--- src/rtl/dma_ch_pkg.sv ---
package dma_ch_pkg;
  localparam int CTRL_W = 15;
  localparam int DATA_W = 32;
  localparam int EVT_W  = 3;
  localparam int CB_EN   = 0;
  localparam int CB_M2M  = 1;
  localparam int CB_CIRC = 2;

  typedef enum logic [1:0] {SZ_BYTE = 2'd0, SZ_HALF = 2'd1, SZ_WORD = 2'd2, SZ_RSVD = 2'd3} unit_size_e;
  typedef enum logic [1:0] {ST_IDLE, ST_RD, ST_WR} seq_state_e;

  typedef struct packed {
    logic       ie_err;
    logic       ie_half;
    logic       ie_done;
    logic [1:0] prio;
    unit_size_e msize;
    unit_size_e psize;
    logic       minc;
    logic       pinc;
    logic       dir;
    logic       circ;
    logic       m2m;
    logic       en;
  } ctrl_t;

  function automatic logic [2:0] size_step(unit_size_e s);
    case (s)
      SZ_BYTE: return 3'd1;
      SZ_HALF: return 3'd2;
      default: return 3'd4;
    endcase
  endfunction

  function automatic logic [DATA_W-1:0] size_mask(unit_size_e s);
    case (s)
      SZ_BYTE: return DATA_W'(32'h0000_00ff);
      SZ_HALF: return DATA_W'(32'h0000_ffff);
      default: return '1;
    endcase
  endfunction
endpackage

--- src/rtl/dma_ch_ctrl_regs.sv ---
module dma_ch_ctrl_regs import dma_ch_pkg::*; #(
  parameter int CNT_W = 16
) (
  input  logic              clk_i,
  input  logic              rst_ni,
  input  logic              ctrl_we_i,
  input  logic [CTRL_W-1:0] ctrl_wdata_i,
  input  logic              cnt_we_i,
  input  logic [CNT_W-1:0]  cnt_wdata_i,
  input  logic              unit_done_i,
  input  logic              abort_i,
  output ctrl_t             ctrl_o,
  output logic [CNT_W-1:0]  cnt_o,
  output logic              cnt_zero_o,
  output logic              half_hit_o,
  output logic              done_hit_o,
  output logic              wrap_o
);
  ctrl_t            ctrl_q;
  logic [CNT_W-1:0] cnt_q, reload_q, cnt_dec;

  assign cnt_dec    = cnt_q - 1'b1;
  assign done_hit_o = unit_done_i && (cnt_dec == '0);
  assign half_hit_o = unit_done_i && (cnt_dec == (reload_q >> 1));
  assign wrap_o     = done_hit_o && ctrl_q.circ;

  always_ff @(posedge clk_i or negedge rst_ni) begin
    if (!rst_ni) begin
      ctrl_q <= '0;
    end else begin
      if (ctrl_we_i) ctrl_q <= ctrl_t'(ctrl_wdata_i);
      if (abort_i)   ctrl_q.en <= 1'b0;  // error beats any write
    end
  end

  always_ff @(posedge clk_i or negedge rst_ni) begin
    if (!rst_ni) begin
      cnt_q    <= '0;
      reload_q <= '0;
    end else if (cnt_we_i && !ctrl_q.en) begin
      cnt_q    <= cnt_wdata_i;
      reload_q <= cnt_wdata_i;
    end else if (unit_done_i) begin
      cnt_q <= wrap_o ? reload_q : cnt_dec;
    end
  end

  assign ctrl_o     = ctrl_q;
  assign cnt_o      = cnt_q;
  assign cnt_zero_o = (cnt_q == '0);
endmodule

--- src/rtl/dma_ch_addr_ptr.sv ---
module dma_ch_addr_ptr import dma_ch_pkg::*; #(
  parameter int ADDR_W = 32
) (
  input  logic              clk_i,
  input  logic              rst_ni,
  input  logic              wr_i,
  input  logic [ADDR_W-1:0] wdata_i,
  input  logic              lock_i,
  input  logic              step_i,
  input  unit_size_e        size_i,
  input  logic              rewind_i,
  output logic [ADDR_W-1:0] addr_o
);
  logic [ADDR_W-1:0] base_q, cur_q;

  always_ff @(posedge clk_i or negedge rst_ni) begin
    if (!rst_ni) begin
      base_q <= '0;
      cur_q  <= '0;
    end else if (wr_i && !lock_i) begin
      base_q <= wdata_i;
      cur_q  <= wdata_i;
    end else if (rewind_i) begin
      cur_q <= base_q;
    end else if (step_i) begin
      cur_q <= cur_q + ADDR_W'(size_step(size_i));
    end
  end

  assign addr_o = cur_q;
endmodule

--- src/rtl/dma_ch_seq.sv ---
module dma_ch_seq import dma_ch_pkg::*; #(
  parameter int ADDR_W = 32
) (
  input  logic              clk_i,
  input  logic              rst_ni,
  input  logic              en_i,
  input  logic              m2m_i,
  input  logic              dir_i,
  input  unit_size_e        psize_i,
  input  unit_size_e        msize_i,
  input  logic [ADDR_W-1:0] paddr_i,
  input  logic [ADDR_W-1:0] maddr_i,
  input  logic              cnt_zero_i,
  input  logic              periph_req_i,
  input  logic              bus_ack_i,
  input  logic              bus_err_i,
  input  logic [DATA_W-1:0] bus_rdata_i,
  output logic              bus_req_o,
  output logic              bus_we_o,
  output logic [ADDR_W-1:0] bus_addr_o,
  output logic [1:0]        bus_size_o,
  output logic [DATA_W-1:0] bus_wdata_o,
  output logic              unit_done_o,
  output logic              abort_o
);
  seq_state_e        st_q, st_d;
  logic [DATA_W-1:0] data_q;
  unit_size_e        src_sz, dst_sz;
  logic [ADDR_W-1:0] src_addr, dst_addr;
  logic              start, beat_ok;

  assign src_sz   = dir_i ? msize_i : psize_i;
  assign dst_sz   = dir_i ? psize_i : msize_i;
  assign src_addr = dir_i ? maddr_i : paddr_i;
  assign dst_addr = dir_i ? paddr_i : maddr_i;
  assign start    = en_i && !cnt_zero_i && (m2m_i || periph_req_i);
  assign beat_ok  = bus_ack_i && !bus_err_i;

  always_comb begin
    st_d = st_q;
    case (st_q)
      ST_IDLE: if (start) st_d = ST_RD;
      ST_RD:   if (bus_ack_i) st_d = bus_err_i ? ST_IDLE : ST_WR;
      ST_WR:   if (bus_ack_i) st_d = ST_IDLE;
      default: st_d = ST_IDLE;
    endcase
  end

  always_ff @(posedge clk_i or negedge rst_ni) begin
    if (!rst_ni) begin
      st_q   <= ST_IDLE;
      data_q <= '0;
    end else begin
      st_q <= st_d;
      if (st_q == ST_RD && beat_ok) data_q <= bus_rdata_i & size_mask(src_sz);
    end
  end

  assign bus_req_o   = (st_q != ST_IDLE);
  assign bus_we_o    = (st_q == ST_WR);
  assign bus_addr_o  = bus_we_o ? dst_addr : src_addr;
  assign bus_size_o  = bus_we_o ? dst_sz : src_sz;
  assign bus_wdata_o = data_q;
  assign unit_done_o = (st_q == ST_WR) && beat_ok;
  assign abort_o     = bus_req_o && bus_ack_i && bus_err_i;
endmodule

--- src/rtl/dma_ch_events.sv ---
module dma_ch_events #(
  parameter int N = 3
) (
  input  logic         clk_i,
  input  logic         rst_ni,
  input  logic [N-1:0] set_i,
  input  logic [N-1:0] clr_i,
  input  logic [N-1:0] ie_i,
  output logic [N-1:0] flag_o,
  output logic         irq_o
);
  for (genvar g = 0; g < N; g++) begin : g_flag
    logic q;
    always_ff @(posedge clk_i or negedge rst_ni) begin
      if (!rst_ni)       q <= 1'b0;
      else if (set_i[g]) q <= 1'b1;
      else if (clr_i[g]) q <= 1'b0;
    end
    assign flag_o[g] = q;
  end

  assign irq_o = |(flag_o & ie_i);
endmodule

--- src/rtl/dma_chan_engine.sv ---
module dma_chan_engine import dma_ch_pkg::*; #(
  parameter int ADDR_W = 32,
  parameter int CNT_W  = 16
) (
  input  logic              clk_i,
  input  logic              rst_ni,
  input  logic              ctrl_we_i,
  input  logic [14:0]       ctrl_wdata_i,
  input  logic              cnt_we_i,
  input  logic [CNT_W-1:0]  cnt_wdata_i,
  input  logic              paddr_we_i,
  input  logic              maddr_we_i,
  input  logic [ADDR_W-1:0] addr_wdata_i,
  input  logic [2:0]        evt_clr_i,
  input  logic              periph_req_i,
  output logic              periph_ack_o,
  output logic              bus_req_o,
  output logic              bus_we_o,
  output logic [ADDR_W-1:0] bus_addr_o,
  output logic [1:0]        bus_size_o,
  output logic [31:0]       bus_wdata_o,
  input  logic [31:0]       bus_rdata_i,
  input  logic              bus_ack_i,
  input  logic              bus_err_i,
  output logic [14:0]       ctrl_o,
  output logic [CNT_W-1:0]  cnt_o,
  output logic [ADDR_W-1:0] paddr_o,
  output logic [ADDR_W-1:0] maddr_o,
  output logic [2:0]        evt_o,
  output logic              irq_o
);
  localparam int NSIDE = 2;  // 0: peripheral, 1: memory

  ctrl_t             ctrl;
  logic              cnt_zero, half_hit, done_hit, wrap, unit_done, abort;
  logic [NSIDE-1:0]  side_wr, side_inc;
  unit_size_e        side_size [NSIDE];
  logic [ADDR_W-1:0] side_addr [NSIDE];

  dma_ch_ctrl_regs #(.CNT_W(CNT_W)) u_regs (
    .clk_i, .rst_ni, .ctrl_we_i, .ctrl_wdata_i, .cnt_we_i, .cnt_wdata_i,
    .unit_done_i(unit_done), .abort_i(abort), .ctrl_o(ctrl), .cnt_o,
    .cnt_zero_o(cnt_zero), .half_hit_o(half_hit), .done_hit_o(done_hit), .wrap_o(wrap)
  );

  assign side_wr      = {maddr_we_i, paddr_we_i};
  assign side_inc     = {ctrl.minc, ctrl.pinc};
  assign side_size[0] = ctrl.psize;
  assign side_size[1] = ctrl.msize;

  for (genvar g = 0; g < NSIDE; g++) begin : g_side
    dma_ch_addr_ptr #(.ADDR_W(ADDR_W)) u_ptr (
      .clk_i, .rst_ni, .wr_i(side_wr[g]), .wdata_i(addr_wdata_i), .lock_i(ctrl.en),
      .step_i(unit_done && side_inc[g]), .size_i(side_size[g]), .rewind_i(wrap),
      .addr_o(side_addr[g])
    );
  end

  dma_ch_seq #(.ADDR_W(ADDR_W)) u_seq (
    .clk_i, .rst_ni, .en_i(ctrl.en), .m2m_i(ctrl.m2m), .dir_i(ctrl.dir),
    .psize_i(ctrl.psize), .msize_i(ctrl.msize), .paddr_i(side_addr[0]), .maddr_i(side_addr[1]),
    .cnt_zero_i(cnt_zero), .periph_req_i, .bus_ack_i, .bus_err_i, .bus_rdata_i,
    .bus_req_o, .bus_we_o, .bus_addr_o, .bus_size_o, .bus_wdata_o,
    .unit_done_o(unit_done), .abort_o(abort)
  );

  dma_ch_events #(.N(EVT_W)) u_evt (
    .clk_i, .rst_ni, .set_i({abort, half_hit, done_hit}), .clr_i(evt_clr_i),
    .ie_i({ctrl.ie_err, ctrl.ie_half, ctrl.ie_done}), .flag_o(evt_o), .irq_o
  );

  assign periph_ack_o = unit_done;
  assign ctrl_o       = ctrl;
  assign paddr_o      = side_addr[0];
  assign maddr_o      = side_addr[1];
endmodule

--- config.mk ---
export PLATFORM = sky130hd
export DESIGN_NAME = dma_chan_engine
export DESIGN_NICKNAME = d
export VERILOG_FILES = /design/src/rtl/dma_ch_pkg.sv /design/src/rtl/dma_ch_ctrl_regs.sv /design/src/rtl/dma_ch_addr_ptr.sv /design/src/rtl/dma_ch_seq.sv /design/src/rtl/dma_ch_events.sv /design/src/rtl/dma_chan_engine.sv
export SDC_FILE = /design/constraint.sdc
export NUM_CORES = 1
export LEC_CHECK = 0
export BUFFER_PORTS_ARGS = -buffer_cell sky130_fd_sc_hd__buf_2
export CORE_ASPECT_RATIO = 1.25
export CORE_MARGIN = 8
export CORE_UTILIZATION = 45
export DETAILED_ROUTE_END_ITERATION = 8
export PLACE_DENSITY = 0.71
export SLEW_MARGIN = 20
export SYNTH_ARGS = -nofsm -noshare
export SYNTH_HDL_FRONTEND = slang
export SYNTH_SLANG_ARGS = --single-unit
export TNS_END_PERCENT = 10
--- constraint.sdc ---
create_clock -name clk_i -period 3.2 [get_ports clk_i]
set_input_delay 0.48 -clock clk_i [delete_from_list [all_inputs] [get_ports clk_i]]
set_output_delay 0.48 -clock clk_i [all_outputs]
set_load 0.05 [all_outputs]
* Word level (Yosys, flattened, before mapping)
Cells that the tools add are included.
Cells by class: add/subtract/negate cells 3, equality and inequality tests 9, mux-type cells 38, bitwise operators 2, reductions and logical operators 35
Operator list (number):
- $mux W32 | 10
- $add A32 B3 Y32 | 2
- $pmux W32 S2 | 1
- $mux W16 | 3
- $and A32 B32 Y32 | 1
- $logic_not A16 Y1 | 2
- $mux W3 | 6
- $eq A16 B15 Y1 | 1
- $sub A16 B1 Y16 const B | 1
- $logic_and A1 B1 Y1 | 15
- $mux W2 | 7
- $pmux W3 S2 | 2
- $reduce_bool A2 Y1 | 6
- $eq A2 B1 Y1 const B | 4
- $logic_not A2 Y1 | 4
- $mux W1 | 8
- $pmux W2 S3 | 1
- $reduce_bool A3 Y1 | 2
- $ne A2 B2 Y1 const B | 2
- $and A3 B3 Y3 | 1
- $logic_not A1 Y1 | 3
- $reduce_and A3 Y1 | 1
- $reduce_or A3 Y1 | 1
- $eq A2 B2 Y1 const B | 1
- other kinds (2) | 2
Word-level totals: bits in registers 212, input port bits 107, output and inout bits 168, logic and storage cells 110

* Longest topological paths before layout
word-level depth 11, mapped depth 12, depth with buffers taken out 12

* Hierarchy
Synthesis repeated with hierarchy kept, for this count alone.
Unflattened totals: cells, all modules 1349, area, all modules 12037.8 um^2
By module, submodules not included:
- dma_ch_addr_ptr | times used 2, cells an instance 433, area an instance 3575.9 um^2, seq. area each 1601.5 um^2
- dma_ch_ctrl_regs | times used 1, cells an instance 308, area an instance 2811.4 um^2, seq. area each 1176.1 um^2
- dma_ch_seq | times used 1, cells an instance 159, area an instance 1915.6 um^2, seq. area each 850.8 um^2
- dma_ch_events | times used 1, cells an instance 14, area an instance 146.4 um^2, seq. area each 75.1 um^2
- dma_chan_engine | times used 1, cells an instance 2, area an instance 12.5 um^2, seq. area each 0.0 um^2

* Least setup slack after synthesis
OpenSTA, ideal clock, no wires.
kind reg-to-reg, from register u_regs.cnt_q[0] (netlist: u_regs.cnt_o[0]), to register g_side[1].u_ptr.cur_q[11], setup time 0.129 ns, arrival 2.885 ns, data required time 3.071 ns, path slack 0.187 ns, cell stages (with the launch flop) 12, path buffers 2, clock period less this slack 3.013 ns, cell sequence dfrtp_1 inv_1 ha_1 nor3b_2 and3_1 xnor2_2 o211ai_2 or3b_1 buf_6 nand3_4 buf_2 a31oi_1
On the way: cells in the longest elaborated chain, start to end 6, elaborated cells on any way between the ends 7, classes of those cells add/sub: 1; mux: 2; reduce/logical: 4
Ends and longest elaborated chain:
- start: declaration | line dma_ch_ctrl_regs.sv:20 | logic [CNT_W-1:0] cnt_q, reload_q, cnt_dec;
- start signal: assignment | line dma_ch_ctrl_regs.sv:41 | cnt_q <= cnt_wdata_i;
- start signal: assignment | line dma_ch_ctrl_regs.sv:44 | cnt_q <= wrap_o ? reload_q : cnt_dec;
- $sub A16 B1 Y16 (*) | line dma_ch_ctrl_regs.sv:22 | assign cnt_dec = cnt_q - 1'b1;
- $logic_not A16 Y1 (*) | line dma_ch_ctrl_regs.sv:23 | assign done_hit_o = unit_done_i && (cnt_dec == '0);
- $logic_and A1 B1 Y1 (*) | line dma_ch_ctrl_regs.sv:23
- $logic_and A1 B1 Y1 (*) | line dma_ch_ctrl_regs.sv:25 | assign wrap_o = done_hit_o && ctrl_q.circ;
- $mux W32 | line dma_ch_addr_ptr.sv:23 | end else if (rewind_i) begin
- $mux W32 | line dma_ch_addr_ptr.sv:20 | end else if (wr_i && !lock_i) begin
- end signal: assignment | line dma_ch_addr_ptr.sv:22 | cur_q <= wdata_i;
- end signal: assignment | line dma_ch_addr_ptr.sv:24 | cur_q <= base_q;
- end signal: assignment | line dma_ch_addr_ptr.sv:26 | cur_q <= cur_q + ADDR_W'(size_step(size_i));
- end: declaration | line dma_ch_addr_ptr.sv:14 | logic [ADDR_W-1:0] base_q, cur_q;
Every way passes the cells marked *; elsewhere a longest branch is shown, timed or not. A chain may end at the register's enable or synchronous reset.

* Worst setup path after layout
from register u_regs.cnt_q[1] (netlist: u_regs.cnt_o[1]), to register g_side[1].u_ptr.cur_q[7]
The elaborated chain is that of the path after synthesis.

==> summary.md <==
| Metric | Value |
|---|---|
| Outcome | `completed` |
| Actual slew at the worst max-slew pin | `about 0.94 ns` |
| Die X | `158.3 microns` |
| Critical Path, Cell by Cell | `inv_1 > ha_1 > nor3b_4 > and3_2 > xnor2_2 > o211ai_2 > buf_4 > or3b_1 > buf_12 > nand3_2 > nor2_1 > a31oi_1` |
| Share of post-route cells with drive strength above 1 | `between 20 and 30%` |
| Max Fclk | `0.3346 GHz` |
| Port bufs | `around 270` |
| Setup TNS | `0 ns` |
| Total power | `between 10,000 and 15,000 uW` |
| DRT antenna net count | `0` |
| Via count | `roughly 11k` |
| First DRT Iteration DRCs | `713` |
| R2R Path Start | `u_regs.cnt_o[1]$_DFFE_PN0P_` |
| Non-Filler Instances | `1,887` |
| Initial antenna violation count | `0` |
| Distinct cells, synth | `74` |
| DRC | `0` |
| Cell taking the most area after synthesis | `dfrtp_1` |
| CTS tree | `done` |
| Fin. Hold Viols | `0` |
| Crit path DAT | `3.41 ns` |
| Number of flops mapped to enable cells by yosys | `0` |
| Filler cells | `approximately 2.3k` |
| Drt first pass iters | `6` |
| Core Area | `25,050 sq um` |
| Routability congestion estimate | `0.9192` |
| Nets@finish | `roughly 1.7k` |
| Initial Utilization | `between 40% and 50%` |
| Required time of the critical path | `around 3.6 ns` |
| Yosys reg bits | `212` |
| Vias per inst | `5.689` |
| Fin crit share | `93.39%` |
| GRT Overall Usage | `24.34%` |
| Worst Skew | `about 0.016 ns` |
| Top-area cell type share of the netlist area | `46.59%` |
| Highest-delay cell along the critical path | `dfrtp_1` |
| Reg2reg end | `g_side[1].u_ptr.addr_o[7]$_DFFE_PN0P_` |
| Drt wl/cell | `around 20 microns` |
| Cell Area, Synth | `11,390 sq um` |
| Clock Path Buffers | `3` |
| Top cells by area, synth | `dfrtp_1 (47%), nand2_1 (10%), mux2_2 (5.3%), xnor2_1 (3.2%), a21oi_1 (2.9%)` |
| Synth cell count leaders | `nand2_1 (309), dfrtp_1 (212), nor2_1 (71)` |
| CP peak stage delay | `approximately 0.43 ns` |
| Max-slew violations | `0` |
| Mux contribution to synthesized area | `between 5 and 6%` |
| DRT Wirelength | `roughly 38,000 microns` |
| Placed Cells | `around 1.8k` |
| Critical Path Source Type | `flop` |
| Area fraction in compound gates after synthesis | `~15%` |
| First-pass GRT wire length | `between 50,000 and 60,000 microns` |
| RSZ-0062 raised after global routing | `no` |
| Full die area | `just over 30,000 sq um` |
| Synth Area in Simple Gates | `a little over a fifth` |
| Final HPWL DP | `27,840 microns` |
| Overflow after GRT | `0` |
| Num Clock Sinks | `212` |
| Async SR Flop Fraction | `100.0%` |
| Root buffer cell | `clkbuf_16` |
| Post-Synth Adder-Cell Area | `1.231%` |
| CTS clk-pin slew, worst paths | `0.06 ns` |
| PwrDens | `~920 nW/um^2` |
| Setup crit end | `g_side[1].u_ptr.addr_o[7]$_DFFE_PN0P_` |
| Num ports | `roughly 280` |
| Worst-skew pair later-pin latency | `approximately 0.52 ns` |
| # diodes | `0` |
| Final Critical Period | `2.988 ns` |
| R2R depth | `12` |
| Hold Crit Class | `input port to flop` |
| Layout area overhead | `24.25%` |
| CTS buffer count | `23` |
| CP max FO | `between 40 and 50` |
| Row Count | `65` |
| Top-count cell post-synth | `nand2_1` |
| Synth Area in XOR/XNOR | `roughly 5.4%` |
| FF-to-FF setup slack | `0.21 ns` |
| CTS H-tree lvls | `1` |
| # setup viols final | `0` |
| YS warnings | `0` |
| Die Height | `around 190 microns` |
| Leak | `between 0.006 and 0.007 uW` |
| Hold_ws | `between 0.15 and 0.2 ns` |
| Setup CP Type | `flop to flop` |
| Slew headroom | `a little under two fifths` |
| Max-cap violation count | `0` |
| Crit path launch | `u_regs.cnt_o[1]$_DFFE_PN0P_` |
| CP Capture Type | `flop` |
| Maximum VDD drop | `0.5913 mV` |
| Mapped Cells | `approximately 1.3k` |
| Largest family of logic cells by synthesized area | `simple AND/OR/NAND/NOR gates` |
| Number of global-route vias before repair | `between 10k and 15k` |
| Largest net degree at the start of global routing | `slightly below 90` |
| Post-Syn Area per Cell | `9.059 sq um` |
| Syn Nets | `between 1k and 1.5k` |
| Post-synthesis sequential area ratio | `a little under half` |
| Synth Flop Type | `dfrtp_1` |
-- sequential cells by signal (all words and copies together) (netlist names) --
signal	cells
g_side.u_ptr.addr_o	64
u_regs.cnt_o	16
u_regs.ctrl_o	15
u_regs.reload_q	16
u_seq.bus_wdata_o	32
u_seq.st_q	2
u_evt.g_flag.q	3
g_side.u_ptr.base_q	64
-- placed cells by master, fill, tap and decap left out, drive strengths merged, types with 28 or more instances in the layout --
cell,instances
clkbuf,34
nor3,28
buf,328
nand3,35
o21ai,67
mux2,54
xnor2,44
dfrtp,212
a21oi,65
nor2,71
o211ai,32
nand4,29
nand2,309
-- layout make-up --
type                    instances  area (sq um)  area share, %
clock buffers                  33         693.2          4.899
clock inverters                 8         95.09         0.6721
inverters                      23         86.33         0.6102
multi-input cells             946          5684          40.17
flip-flops and latches        212          5305          37.50
well taps                     335         419.2          2.962
repair buffers                330          1866          13.19
-- where the power goes --
part | internal [uW] | leakage [uW] | switching (uW) | total [uW]
registers | 3440 | 0.00261 | 873 | 4310
clock network | 1660 | 0.000388 | 1100 | 2760
logic | 1720 | 0.00385 | 4200 | 5920
total | 6820 | 0.00684 | 6170 | 13000
-- per-stage QoR --
| stage | setup slack, ns | util [%] | area (sq um) |
|---|---|---|---|
| floorplan | 0.1866 | - | 11390 |
| global placement | 0.2003 | 53.09 | 13300 |
| detailed placement | 0.1565 | 53.09 | 13300 |
| CTS | 0.07390 | 56.28 | 14100 |
| global route | 0.006065 | 56.48 | 14150 |
| finish | 0.2117 | 56.48 | 14150 |
-- worst min path at each step --
stage,end,slack (ns),cells past startpoint,startpoint
CTS,u_evt.g_flag[1].q$_DFFE_PN0P_,0.15,2,evt_clr_i[1]
global placement,u_seq.st_q[0]$_DFFE_PN0P_,0.44,1,u_seq.st_q[1]$_DFFE_PN0P_
detailed placement,u_seq.st_q[0]$_DFFE_PN0P_,0.45,1,u_seq.st_q[1]$_DFFE_PN0P_
finish,u_evt.g_flag[1].q$_DFFE_PN0P_,0.16,2,evt_clr_i[1]
global route,u_evt.g_flag[1].q$_DFFE_PN0P_,0.17,2,evt_clr_i[1]
floorplan,g_side[0].u_ptr.addr_o[0]$_DFFE_PN0P_,0.18,0,rst_ni
-- logic make-up (layout without fill, tap and decap cells) --
family	after synthesis	count (layout)
simple gates	536	538
compound gates	272	272
flops	212	212
buf+inv	101	394
xor+xnor	68	68
mux	58	58
fa+ha+maj	10	10
-- worst max-delay path: cells and delay by family (launching register included) --
| family | cells | cell delay, ns |
|---|---|---|
| flops | 1 | 0.43 |
| compound gates | 2 | 0.28 |
| fa+ha+maj | 1 | 0.22 |
| buf+inv | 3 | 0.47 |
| xor+xnor | 1 | 0.16 |
| simple gates | 5 | 1.31 |
-- what timing repair did --
action	4_1_cts	5_1_grt
hold buffers	1	0
gates resized for setup	0	6
endpoints found under the setup margin	0	32
buffers inserted	0	1
endpoints found under the hold margin	48	0
-- layer usage --
layer	track usage [%]	up-vias	wire length, microns
met5	0	-	0
met4	8.610	0	1351
met3	4.148	88	3203
met2	40.15	508	18300
met1	31.45	5172	15140
li1	-	4968	-
No activity file was read; power rests on OpenSTA's default activity.
